[src/rtl/retro_dma_pkg.sv]
package retro_dma_pkg;
  typedef enum logic {
    ST_IDLE = 1'b0,
    ST_HOLD = 1'b1
  } grab_state_e;

  function automatic logic in_window(input logic [15:0] a, input logic [15:0] base,
                                     input logic [15:0] mask);
    return (a & mask) == (base & mask);
  endfunction
endpackage

[src/rtl/dma_phi2_edge.sv]
module dma_phi2_edge #(
  parameter int SYNC_N = 2
) (
  input  logic clk_i,
  input  logic rst_ni,
  input  logic phi2_i,
  output logic fall_o
);
  logic [SYNC_N-1:0] sh_q;

  generate
    if (SYNC_N < 2) begin : g_bad
      initial $error("SYNC_N must be at least 2");
    end
  endgenerate

  always_ff @(posedge clk_i or negedge rst_ni) begin
    if (!rst_ni) sh_q <= '0;
    else         sh_q <= {sh_q[SYNC_N-2:0], phi2_i};
  end

  assign fall_o = sh_q[SYNC_N-1] & ~sh_q[SYNC_N-2];

  // a fall needs a high sample one stage earlier
  p_fall_after_high_r2: assert property (@(posedge clk_i) disable iff (!rst_ni)
    fall_o |-> $past(sh_q[SYNC_N-2]));
endmodule

[src/rtl/dma_grab_ctrl.sv]
module dma_grab_ctrl
  import retro_dma_pkg::*;
(
  input  logic clk_i,
  input  logic rst_ni,
  input  logic fall_i,
  input  logic drq_i,
  input  logic fdc_irq_i,
  output logic hold_o,
  output logic step_o,
  output logic clr_o
);
  grab_state_e state_q, state_d;

  always_comb begin
    state_d = state_q;
    if (fdc_irq_i)   state_d = ST_IDLE;
    else if (fall_i) state_d = drq_i ? ST_HOLD : ST_IDLE;
  end

  always_ff @(posedge clk_i or negedge rst_ni) begin
    if (!rst_ni) state_q <= ST_IDLE;
    else         state_q <= state_d;
  end

  assign hold_o = (state_q == ST_HOLD);
  assign step_o = hold_o & fall_i & ~fdc_irq_i;
  assign clr_o  = fdc_irq_i;

  p_grab_on_fall_r2: assert property (@(posedge clk_i) disable iff (!rst_ni)
    $rose(hold_o) |-> $past(fall_i && drq_i && !fdc_irq_i));

  p_irq_release_r7: assert property (@(posedge clk_i) disable iff (!rst_ni)
    fdc_irq_i |=> !hold_o);

  p_release_on_fall_r9: assert property (@(posedge clk_i) disable iff (!rst_ni)
    $fell(hold_o) |-> $past(fdc_irq_i || (fall_i && !drq_i)));
endmodule

[src/rtl/dma_addr_gen.sv]
module dma_addr_gen #(
  parameter int CNT_W  = 11,
  parameter int ADDR_W = 16,
  localparam int PAGE_W = ADDR_W - CNT_W,
  localparam int REG_W  = PAGE_W + 1
) (
  input  logic              clk_i,
  input  logic              rst_ni,
  input  logic              step_i,
  input  logic              clr_i,
  input  logic              hold_i,
  input  logic              reg_we_i,
  input  logic [REG_W-1:0]  reg_d_i,
  output logic [ADDR_W-1:0] addr_o,
  output logic              dir_o
);
  logic [CNT_W-1:0] cnt_q;
  logic [REG_W-1:0] page_q;

  always_ff @(posedge clk_i or negedge rst_ni) begin
    if (!rst_ni)     cnt_q <= '0;
    else if (clr_i)  cnt_q <= '0;
    else if (step_i) cnt_q <= cnt_q + 1'b1;
  end

  // transparent while selected; frozen whenever the bus is held
  always_ff @(posedge clk_i or negedge rst_ni) begin
    if (!rst_ni)                  page_q <= '0;
    else if (reg_we_i && !hold_i) page_q <= reg_d_i;
  end

  assign addr_o = {page_q[PAGE_W-1:0], cnt_q};
  assign dir_o  = page_q[PAGE_W];

  p_cnt_step_r4: assert property (@(posedge clk_i) disable iff (!rst_ni)
    (step_i && !clr_i) |=> cnt_q == CNT_W'($past(cnt_q) + 1'b1));

  p_cnt_idle_r4: assert property (@(posedge clk_i) disable iff (!rst_ni)
    (!step_i && !clr_i) |=> $stable(cnt_q));

  p_cnt_clear_r7: assert property (@(posedge clk_i) disable iff (!rst_ni)
    clr_i |=> cnt_q == '0);

  p_page_frozen_r5: assert property (@(posedge clk_i) disable iff (!rst_ni)
    hold_i |=> $stable(page_q));
endmodule

[src/rtl/retro_dma_engine.sv]
module retro_dma_engine
  import retro_dma_pkg::*;
#(
  parameter int          CNT_W    = 11,
  parameter int          ADDR_W   = 16,
  parameter int          DATA_W   = 8,
  parameter int          SYNC_N   = 2,
  parameter logic [15:0] WIN_BASE = 16'hDFE0,
  parameter logic [15:0] WIN_MASK = 16'hFFF0,
  localparam int PAGE_W = ADDR_W - CNT_W,
  localparam int REG_W  = PAGE_W + 1
) (
  input  logic              clk_i,
  input  logic              rst_ni,
  input  logic              phi2_i,
  input  logic [ADDR_W-1:0] host_addr_i,
  input  logic [DATA_W-1:0] host_data_i,
  input  logic              host_rw_i,
  input  logic              drq_i,
  input  logic              fdc_irq_i,
  input  logic [DATA_W-1:0] fdc_data_i,
  output logic              dma_no,
  output logic [ADDR_W-1:0] addr_o,
  output logic              addr_oe_o,
  output logic              host_rw_o,
  output logic              host_rw_oe_o,
  output logic [DATA_W-1:0] host_data_o,
  output logic              host_data_oe_o,
  output logic              irq_pull_o,
  output logic              dack_o,
  output logic              fdc_dir_o,
  output logic [DATA_W-1:0] fdc_data_o
);
  logic fall, hold, step, clr, reg_we, dir;

  dma_phi2_edge #(.SYNC_N(SYNC_N)) u_edge (
    .clk_i (clk_i),
    .rst_ni(rst_ni),
    .phi2_i(phi2_i),
    .fall_o(fall)
  );

  dma_grab_ctrl u_ctrl (
    .clk_i    (clk_i),
    .rst_ni   (rst_ni),
    .fall_i   (fall),
    .drq_i    (drq_i),
    .fdc_irq_i(fdc_irq_i),
    .hold_o   (hold),
    .step_o   (step),
    .clr_o    (clr)
  );

  assign reg_we = phi2_i & ~host_rw_i
                & in_window(16'(host_addr_i), WIN_BASE, WIN_MASK);

  dma_addr_gen #(.CNT_W(CNT_W), .ADDR_W(ADDR_W)) u_addr (
    .clk_i   (clk_i),
    .rst_ni  (rst_ni),
    .step_i  (step),
    .clr_i   (clr),
    .hold_i  (hold),
    .reg_we_i(reg_we),
    .reg_d_i (host_data_i[REG_W-1:0]),
    .addr_o  (addr_o),
    .dir_o   (dir)
  );

  assign dma_no         = ~hold;
  assign dack_o         = hold;
  assign addr_oe_o      = hold;
  assign host_rw_oe_o   = hold;
  assign host_rw_o      = ~dir;
  assign host_data_oe_o = hold & dir;
  assign host_data_o    = fdc_data_i;
  assign fdc_dir_o      = dir;
  assign fdc_data_o     = host_data_i;
  assign irq_pull_o     = fdc_irq_i & ~drq_i;

  p_irq_masked_r8: assert property (@(posedge clk_i) disable iff (!rst_ni)
    drq_i |-> !irq_pull_o);

  p_no_data_without_addr_r3: assert property (@(posedge clk_i) disable iff (!rst_ni)
    !addr_oe_o |-> !host_data_oe_o && !host_rw_oe_o);

  p_write_dir_r6: assert property (@(posedge clk_i) disable iff (!rst_ni)
    host_data_oe_o |-> !host_rw_o);
endmodule

[config.mk]
export PLATFORM = sky130hd
export DESIGN_NAME = retro_dma_engine
export DESIGN_NICKNAME = d
export VERILOG_FILES = /design/src/rtl/retro_dma_pkg.sv /design/src/rtl/dma_phi2_edge.sv /design/src/rtl/dma_grab_ctrl.sv /design/src/rtl/dma_addr_gen.sv /design/src/rtl/retro_dma_engine.sv
export SDC_FILE = /design/constraint.sdc
export NUM_CORES = 1
export LEC_CHECK = 0
export BUFFER_PORTS_ARGS = -buffer_cell sky130_fd_sc_hd__buf_2
export CORE_UTILIZATION = 43
export CTS_BUF_LIST = sky130_fd_sc_hd__clkbuf_4 sky130_fd_sc_hd__clkbuf_8 sky130_fd_sc_hd__clkbuf_16
export CTS_CLUSTER_SIZE = 12
export DETAILED_ROUTE_END_ITERATION = 7
export HOLD_SLACK_MARGIN = 0.02
export PLACE_DENSITY = 0.93
export SLEW_MARGIN = 20
export SYNTH_ARGS = -nofsm -noshare
export SYNTH_HDL_FRONTEND = slang
export SYNTH_SLANG_ARGS = --single-unit
[constraint.sdc]
create_clock -name clk_i -period 3.2 [get_ports clk_i]
set_input_delay 0.32 -clock clk_i [delete_from_list [all_inputs] [get_ports clk_i]]
set_output_delay 0.32 -clock clk_i [all_outputs]
set_load 0.01 [all_outputs]
* After elaboration in Yosys (flattened, before gate mapping)
Index checks and enable logic that the tools add are counted.
W data, S select, Z words.
** Operators by class
- Magnitude comparators :: 0
- Shifts and indexed selects :: 0
- Bitwise gates (word level) :: 13
- Muxes and demuxes :: 5
- Divide/modulo/power cells :: 0
- Add/sub/neg operators :: 1
- Reductions and logical operators :: 4
- Multipliers :: 0
- Equal/unequal tests :: 1
** Operator list (count)
- $mux W11 :: 2
- $eq A12 B12 Y1 const B :: 1
- $add A11 B1 Y11 const B :: 1
- $and A1 B1 Y1 :: 7
- $not A1 Y1 :: 6
- $reduce_bool A2 Y1 :: 2
- $mux W1 :: 3
- $logic_and A1 B1 Y1 :: 1
- $logic_not A1 Y1 :: 1
** Word-level totals
- RAM bits :: 0
- Memories kept :: 0
- ROM bits :: 0
- Latch bits :: 0
- Register bits :: 20
- Logic and storage cells :: 28

* Longest topological paths before layout
Gate-level depths: netlist of the first run.
- Word-level depth :: 6
- Depth in mapped cells :: 4
- Gate-level depth less buffers :: 4

* Modules after synthesis
A second synthesis of the first run with hierarchy kept.
** Unflattened totals
- Cell total of the unflattened synthesis :: 104
- Area total of the unflattened synthesis :: 1097.3 sq um
** By module, submodules not included
- dma_addr_gen :: times used 1, area an instance 784.5 sq um, cells each 68, seq. area each 425.4 sq um
- retro_dma_engine :: times used 1, area an instance 195.2 sq um, cells each 27, seq. area each 0.0 sq um
- dma_phi2_edge :: times used 1, area an instance 63.8 sq um, cells each 3, seq. area each 50.0 sq um
- dma_grab_ctrl :: times used 1, area an instance 53.8 sq um, cells each 6, seq. area each 25.0 sq um

* Worst setup path after synthesis of the first run
No wires, ideal clock.
- Path type :: register to register
- From :: register u_ctrl.state_q, in the netlist u_ctrl.hold_o
- To :: register u_addr.page_q[0]
- Arrival time :: 1.478 ns
- Data required time :: 3.075 ns
- Stages on the path, launching flop included :: 4
- Clock period less this slack :: 1.602 ns
- Slack :: 1.598 ns
- Cell sequence :: dfrtp_1 > nand4bb_4 > nor4_4 > mux2_2
** Between the ends
- Cells in the longest elaborated chain, start to end :: 2
** Ends and longest elaborated chain
- start, declared :: line dma_grab_ctrl.sv:13 : grab_state_e state_q, state_d;
- start signal, assigned :: line dma_grab_ctrl.sv:23 : else state_q <= state_d;
- $logic_not A1 Y1 :: line dma_addr_gen.sv:29 : else if (reg_we_i && !hold_i) page_q <= reg_d_i;
- $logic_and A1 B1 Y1 :: line dma_addr_gen.sv:29
- end signal, assigned :: line dma_addr_gen.sv:29
- end, declared :: line dma_addr_gen.sv:18 : logic [REG_W-1:0] page_q;
No other way between the ends.
A chain may end at the register's enable or synchronous reset.

* Worst setup path after layout of the first run
- From :: register u_addr.cnt_q[0]
- To :: register u_addr.cnt_q[10]
** Between the ends
- Cells in the longest elaborated chain, start to end :: 3
** Ends and longest elaborated chain
- start, declared :: line dma_addr_gen.sv:17 : logic [CNT_W-1:0] cnt_q;
- start signal, assigned :: line dma_addr_gen.sv:23 : else if (step_i) cnt_q <= cnt_q + 1'b1;
- $add A11 B1 Y11 :: line dma_addr_gen.sv:23
- $mux W11 :: line dma_addr_gen.sv:23
- $mux W11 :: line dma_addr_gen.sv:22 : else if (clr_i) cnt_q <= '0;
No other way between the ends. The select of a mux whose other input is x is not followed.

==> out/metrics.yaml, run 1 <==
run_status:
  outcome: "complete, no violations"
clock_tree:
  post_cts_buffers: 0
  cts_sinks: 20
  cts_resized: 0
  htree_levels: 1
  clkTransAtPathRegs_ps: 110
  insertion_delay_ps: 300
  hold_buffers: 1
  cts_buffers: 3
  cts_tree: "built"
  clockBufferDepth: 2
  clock-root-buffer: "clkbuf_4"
power_and_ir_drop:
  p_leak_nw: 0.690
  p_per_area_mw_per_mm2: 377
  ir_worst_vdd_mv: 0.364
yosys:
  syn_area_mm2: 0.00110
  ys_warn_count: 0
  synthSimpleGateAreaFrac_pct: 21.3
  ys_async_sr_fraction_pct: 100
  synth_xor_area_share_pct: 1.59
  synth_cell_types: 25
  yosysSeqAreaShare_pct: 45.3
  yosys.area_share.adder_pct: 1.13
  synth_compound_area_share_pct: 5.44
  synth_top_family_by_area: "simple AND/OR/NAND/NOR gates"
  ys.flop_type: "dfrtp_1"
  synthMuxAreaShare_pct: 11.0
  syn_inst: 102
  ys_ff_latch: 20
  syn_area_per_cell_um2: 10.8
  synth_edf_count: 0
  synthesis.nets: 141
grt:
  grt_overflow: 0
  grt_max_degree: 21
  antenna_found_initial: 0
  grt_usage_pct: 17.4
  grt_pass1_vias: 846
  grt_first_pass_wirelength_um: 3470
sta:
  grt_setup_unrepaired: "no"
  maxSlewViolCount: 0
  fmax_mhz: 580
  period_needed_ps: 1720
  finalClockSkew_ps: 9.77
  hold_slack_ps: 169
  hold_viol_final: 0
  min_period_over_period_pct: 53.9
  final.setup.tns_ps: 0
  maxSlewHeadroom_pct: 71.3
  setup_slack_ps: 1480
  setup_violations: 0
  worst_slew_pin_slew_ps: 427
cells_and_area:
  drive_gt1_share_pct: 48.9
  final_nets: 181
  antenna_cells: 0
  area_delta_synth_final_pct: 20.5
place:
  io_buffers: 53
  finalWeightedCongestion: 0.740
  place_hpwl_um: 1650
  place_ws_ps: 1500
detailed_routing:
  drc_errors: 0
  drt_iter0_markers: 4
  viasPerCell: 5.20
  vias: 890
  wl_um: 2090
  wl_per_cell_um: 12.2
  drtPass1Iterations: 4
  ant_nets: 0
die:
  dieArea_mm2: 0.00278
  start_util_pct: 45.0
  fp.dieH_um: 52.7
  io_pins: 78
  die_w_um: 52.7
  num_rows: 18
  core_area_mm2: 0.00245
critical_path:
  cp_max_fo: 7
  critPathCaptureType: "flop"
  cp-start-kind: "flop"
  rrSetupSlack_ps: 1480
  cp.arrival_ps: 1910
  crit_type: "reg2reg"
  crit_required_ps: 3380
worst_hold_path:
  hold_class: "in2reg"
job:
  maxCapViolations: 0
[sequential cells by signal, indices dropped and copies added, names as in the netlist]
register	count
u_ctrl.hold_o	1
u_addr.page_q	6
u_edge.sh_q	2
u_addr.cnt_q	11
[cell type report]
class / instances / area, µm²
fillers: 237 / 1120
well taps: 30 / 37.5
flip-flops and latches: 20 / 500
repair buffers: 54 / 275
clock inverters: 1 / 30.0
clock buffers: 3 / 22.5
inverters: 5 / 18.8
multi-input cells: 58 / 447
[cells by family after synthesis]
logic type	after synthesis
fa+ha+maj	1
compound gates	10
simple gates	34
flops	20
xor+xnor	2
buf+inv	24
mux	11
[worst paths after layout]
path,depth (start not counted),from,endpoint
max in group asynchronous,2,rst_ni,u_addr.cnt_q[10]
hold reg to reg,0,u_edge.sh_q[0],u_edge.sh_q[1]
setup / recovery,4,u_addr.cnt_q[0],u_addr.cnt_q[10]
hold / removal,1,phi2_i,u_edge.sh_q[0]
setup reg to reg,4,u_addr.cnt_q[0],u_addr.cnt_q[10]
min in group asynchronous,2,rst_ni,u_addr.cnt_q[0]
[synth_stat cells (all sizes together) (2+ instances only)]
master  count  share of area, %
dfrtp      20                45
nand3b      2               1.7
mux2i       2               1.8
nand4       2               1.1
nor2        8               2.7
nand4b      2               1.6
nor2b       5               2.8
nand2       3               1.0
buf        18                12
o31ai       4               2.7
nand3       2              0.91
inv         5               1.7
mux2        9               9.2
or4         4               2.7
nor4        4               3.6
a21oi       5               2.3
[placed cells by master (no fill, tap or decap)]
cell type,netlist,layout
dlygate4sd3_1,0,1
ha_1,1,1
nor4_1,3,3
inv_1,5,5
nand4_1,2,2
mux2_2,9,9
nor2_1,8,8
or3_1,1,1
o31ai_1,4,4
nand4b_1,2,2
nor2b_1,5,5
nor4_4,1,1
nand3b_2,1,1
xnor2_1,1,1
xor2_1,1,1
or4_1,4,4
a21oi_1,5,5
nand3_1,2,2
nand4bb_4,1,1
nand2_1,3,3
buf_2,0,53
bufinv_16,0,1
dfrtp_1,20,20
mux2i_1,2,2
nand3b_1,1,1
o21ai_0,1,1
clkbuf_4,0,3
[worst max-delay path, stage by stage (launching register included)]
cell,delay [ps]
dfrtp_1,420
ha_1,160
nand4b_1,270
nor4_1,380
mux2_2,370
[per-layer routing]
layer,vias up,part of all wire [%],wire length [µm],track usage (%)
li1,422,-,-,-
met1,425,39,812,18.3
met2,41,53,1110,32.9
met3,2,7.4,154,3.48
met4,0,0.43,9,7.46
met5,-,0,0,0
[report_power, final]
part | internal, W | switching (W)
combinational | 0.0000211 | 0.0000221
sequential | 0.000255 | 0.00000287
clock | 0.000127 | 0.0000748
[through the flow]
stage                     cell area (µm²)  util, %  instances  power [W]
after floorplan                      1100        -        102   0.000297
after detailed placement             1270     51.7        166   0.000306
after global routing                 1330     54.2        171   0.000525
after global placement               1270     51.7        166   0.000305
after CTS                            1330     54.2        171   0.000509
final                                1330     54.2        171   0.000502
No activity file was read; power rests on OpenSTA's default activity.
==> run 2, diff against run 1 <==
--- a/config.mk
+++ b/config.mk
@@ -6,12 +6,12 @@
 export NUM_CORES = 1
 export LEC_CHECK = 0
 export BUFFER_PORTS_ARGS = -buffer_cell sky130_fd_sc_hd__buf_2
-export CORE_UTILIZATION = 43
+export CORE_UTILIZATION = 40
 export CTS_BUF_LIST = sky130_fd_sc_hd__clkbuf_4 sky130_fd_sc_hd__clkbuf_8 sky130_fd_sc_hd__clkbuf_16
 export CTS_CLUSTER_SIZE = 12
 export DETAILED_ROUTE_END_ITERATION = 7
 export HOLD_SLACK_MARGIN = 0.02
-export PLACE_DENSITY = 0.93
+export PLACE_DENSITY = 0.88
 export SLEW_MARGIN = 20
 export SYNTH_ARGS = -nofsm -noshare
 export SYNTH_HDL_FRONTEND = slang
==> constraint.sdc (replaced) <==
create_clock -name clk_i -period 1.7 [get_ports clk_i]
set_input_delay 0.17 -clock clk_i [delete_from_list [all_inputs] [get_ports clk_i]]
set_output_delay 0.17 -clock clk_i [all_outputs]
set_load 0.01 [all_outputs]
==> out/metrics.yaml, run 2 (same netlist as run 1, synthesis figures left out) <==
run_status:
  outcome: "complete, no violations"
die:
  die_w_um: 54.6  # +3.5%
  num_rows: 18  # unchanged
  dieArea_mm2: 0.00298  # +7.2%
  core_area_mm2: 0.00254  # +3.7%
  io_pins: 78  # unchanged
  start_util_pct: 43.4  # -1.6 points
  fp.dieH_um: 54.6  # +3.5%
cells_and_area:
  antenna_cells: 0  # unchanged
  drive_gt1_share_pct: 51.4  # +2.4 points
  largest_register: "u_addr.cnt_q"
  layout_commonest_cell: "buf_2"
  area_delta_synth_final_pct: 23.8
  final_nets: 186  # +2.8%
  reg_top3: "u_addr.cnt_q x11, u_addr.page_q x6, u_edge.sh_q x2"
  fillCellCount: 242  # +2.1%
  largest_reg_flops: 11  # unchanged
  final_area_mm2: 0.00137  # +2.7%
  final_cell_mix: "buf_2 (53), dfrtp_1 (20), mux2_2 (9), nor2_1 (8)"
grt:
  antenna_found_initial: 0  # unchanged
  grt_usage_pct: 16.8  # -0.68 points
  grt_pass1_vias: 848  # +0.24%
  grt_first_pass_wirelength_um: 3480  # +0.40%
  grt_max_degree: 21  # unchanged
  grt_overflow: 0  # unchanged
critical_path:
  worstPathCellList: "nand3b_2, nor4_1, mux2_2"
  cp-start-kind: "flop"
  slowest_stage: "dfrtp_1"
  r2r_start: "u_edge.sh_q[0]"
  cp_num_cells: 3  # -1
  rrSetupSlack_ps: 100  # -1380 ps
  cp_max_fo: 9  # +2
  crit_start: "u_edge.sh_q[0]"
  crit_required_ps: 1900  # -1480 ps
  path_buf_inv: 0  # unchanged
  cp.arrival_ps: 1800  # -110 ps
  critPathCaptureType: "flop"
  crit_end: "u_addr.cnt_q[9]"
  crit_type: "reg2reg"
  max_stage_delay_ps: 440  # +20 ps
  crit_family: "simple AND/OR/NAND/NOR gates"
  rr_worst_depth: 3  # -1
  reg2reg_to: "u_addr.cnt_q[9]"
place:
  finalWeightedCongestion: 0.745  # +0.68%
  place_hpwl_um: 1750  # +6.3%
  io_buffers: 53  # unchanged
  dpl_cell_area_mm2: 0.00128  # +1.2%
sta:
  hold_viol_final: 0  # unchanged
  finalClockSkew_ps: 3.80  # -5.97 ps
  period_needed_ps: 1600  # -123 ps
  maxSlewViolCount: 0  # unchanged
  final.setup.tns_ps: 0  # unchanged
  setup_violations: 0  # unchanged
  fmax_mhz: 625  # +7.7%
  min_period_over_period_pct: 94.1  # +40 points
  maxSlewHeadroom_pct: 68.8  # -2.5 points
  grt_setup_unrepaired: "no"
  hold_slack_ps: 107  # -61.9 ps
  worst_slew_pin_slew_ps: 468  # +40.4 ps
power_and_ir_drop:
  p_clk_share_pct: 33.1  # -7.0 points
  switching_share_pct: 23.5  # +3.7 points
  p_int_w: 0.000652  # +62%
  ir_worst_vdd_mv: 0.438  # +20%
  p_seq_share_pct: 56.9  # +5.6 points
  total_power_w: 0.000853  # +70%
  comb_power_share_pct: 10.1  # +1.5 points
  p_leak_nw: 0.705  # +2.2%
  switching_power_w: 0.000201  # +100%
  p_per_area_mw_per_mm2: 624  # +65%
worst_hold_path:
  min-delay-start: "host_data_i[0]"
  hold_class: "in2reg"
detailed_routing:
  drtPass1Iterations: 4  # unchanged
  wl_per_cell_um: 13.5  # +10%
  viasPerCell: 5.16  # -0.88%
  ant_nets: 0  # unchanged
  wl_um: 2370  # +14%
  vias: 908  # +2.0%
  drt_iter0_markers: 13  # +9
  drc_errors: 0  # unchanged
clock_tree:
  clkTransAtPathRegs_ps: 120  # about the same
  insertion_delay_ps: 300  # about the same
  cts_tree: "built"
  clockBufferDepth: 2  # unchanged
  clock-root-buffer: "clkbuf_4"
  cts_buffers: 3  # unchanged
  htree_levels: 1  # unchanged
  cts_sinks: 20  # unchanged
job:
  maxCapViolations: 0  # unchanged
## run 2: cell types whose count changed in the layout (fill, tap and decap cells not counted)
cell | previous run | this run
clkbuf_8 | 0 | 1
nor4_1 | 3 | 1
bufinv_16 | 1 | 0
buf_4 | 0 | 4
dlygate4sd3_1 | 1 | 2
nor4_2 | 0 | 2
## run 2: area by class of cell
type	instances	area, µm²	area share (%)
inverters	5	18.8	1.37
multi-input cells	58	459	33.6
clock buffers	4	36.3	2.65
flip-flops and latches	20	500	36.6
repair buffers	59	315	23.1
well taps	30	37.5	2.74
## run 2: worst min-delay path by stage
stage / to / cells after the start / slack [ps]
2_1_floorplan: u_addr.cnt_q[0] / 0 / -130
3_3_place_gp: u_addr.cnt_q[1] / 1 / 130
3_5_place_dp: u_addr.cnt_q[0] / 1 / 150
4_1_cts: u_addr.page_q[0] / 2 / 90
5_1_grt: u_addr.page_q[3] / 2 / 110
6_report: u_addr.page_q[0] / 2 / 110
## run 2: metal layers
layer  routed length (µm)  vias up  global-route usage, %
met1                  926      429                   18.5
li1                     -      433                      -
met4                    8        0                   10.3
met3                  148        2                   2.78
met5                    0        -                      0
met2                 1290       44                   29.7
## run 2: through the flow
step,setup slack [ps],std cells,util [%]
floorplan,97.6,102,-
global placement,49.0,168,50.4
detailed placement,23.9,168,50.4
CTS,3.04,174,52.9
global route,22.0,176,53.7
finish,99.8,176,53.7
## run 2: power by group through the flow
stage | clock (W) | combinational, W | sequential, W
floorplan | 0 | 0.0000637 | 0.000495
global placement | 0 | 0.0000810 | 0.000494
detailed placement | 0 | 0.0000837 | 0.000494
CTS | 0.000298 | 0.0000876 | 0.000485
global route | 0.000305 | 0.0000974 | 0.000486
finish | 0.000282 | 0.0000858 | 0.000485
## run 2: repair_timing
action | CTS | global route
setup endpoints to repair | 2 | 3
hold buffers | 2 | 0
gates resized for setup | 1 | 1
pin swaps | 1 | 1
buffers inserted | 0 | 2
endpoints found under the hold margin | 21 | 0
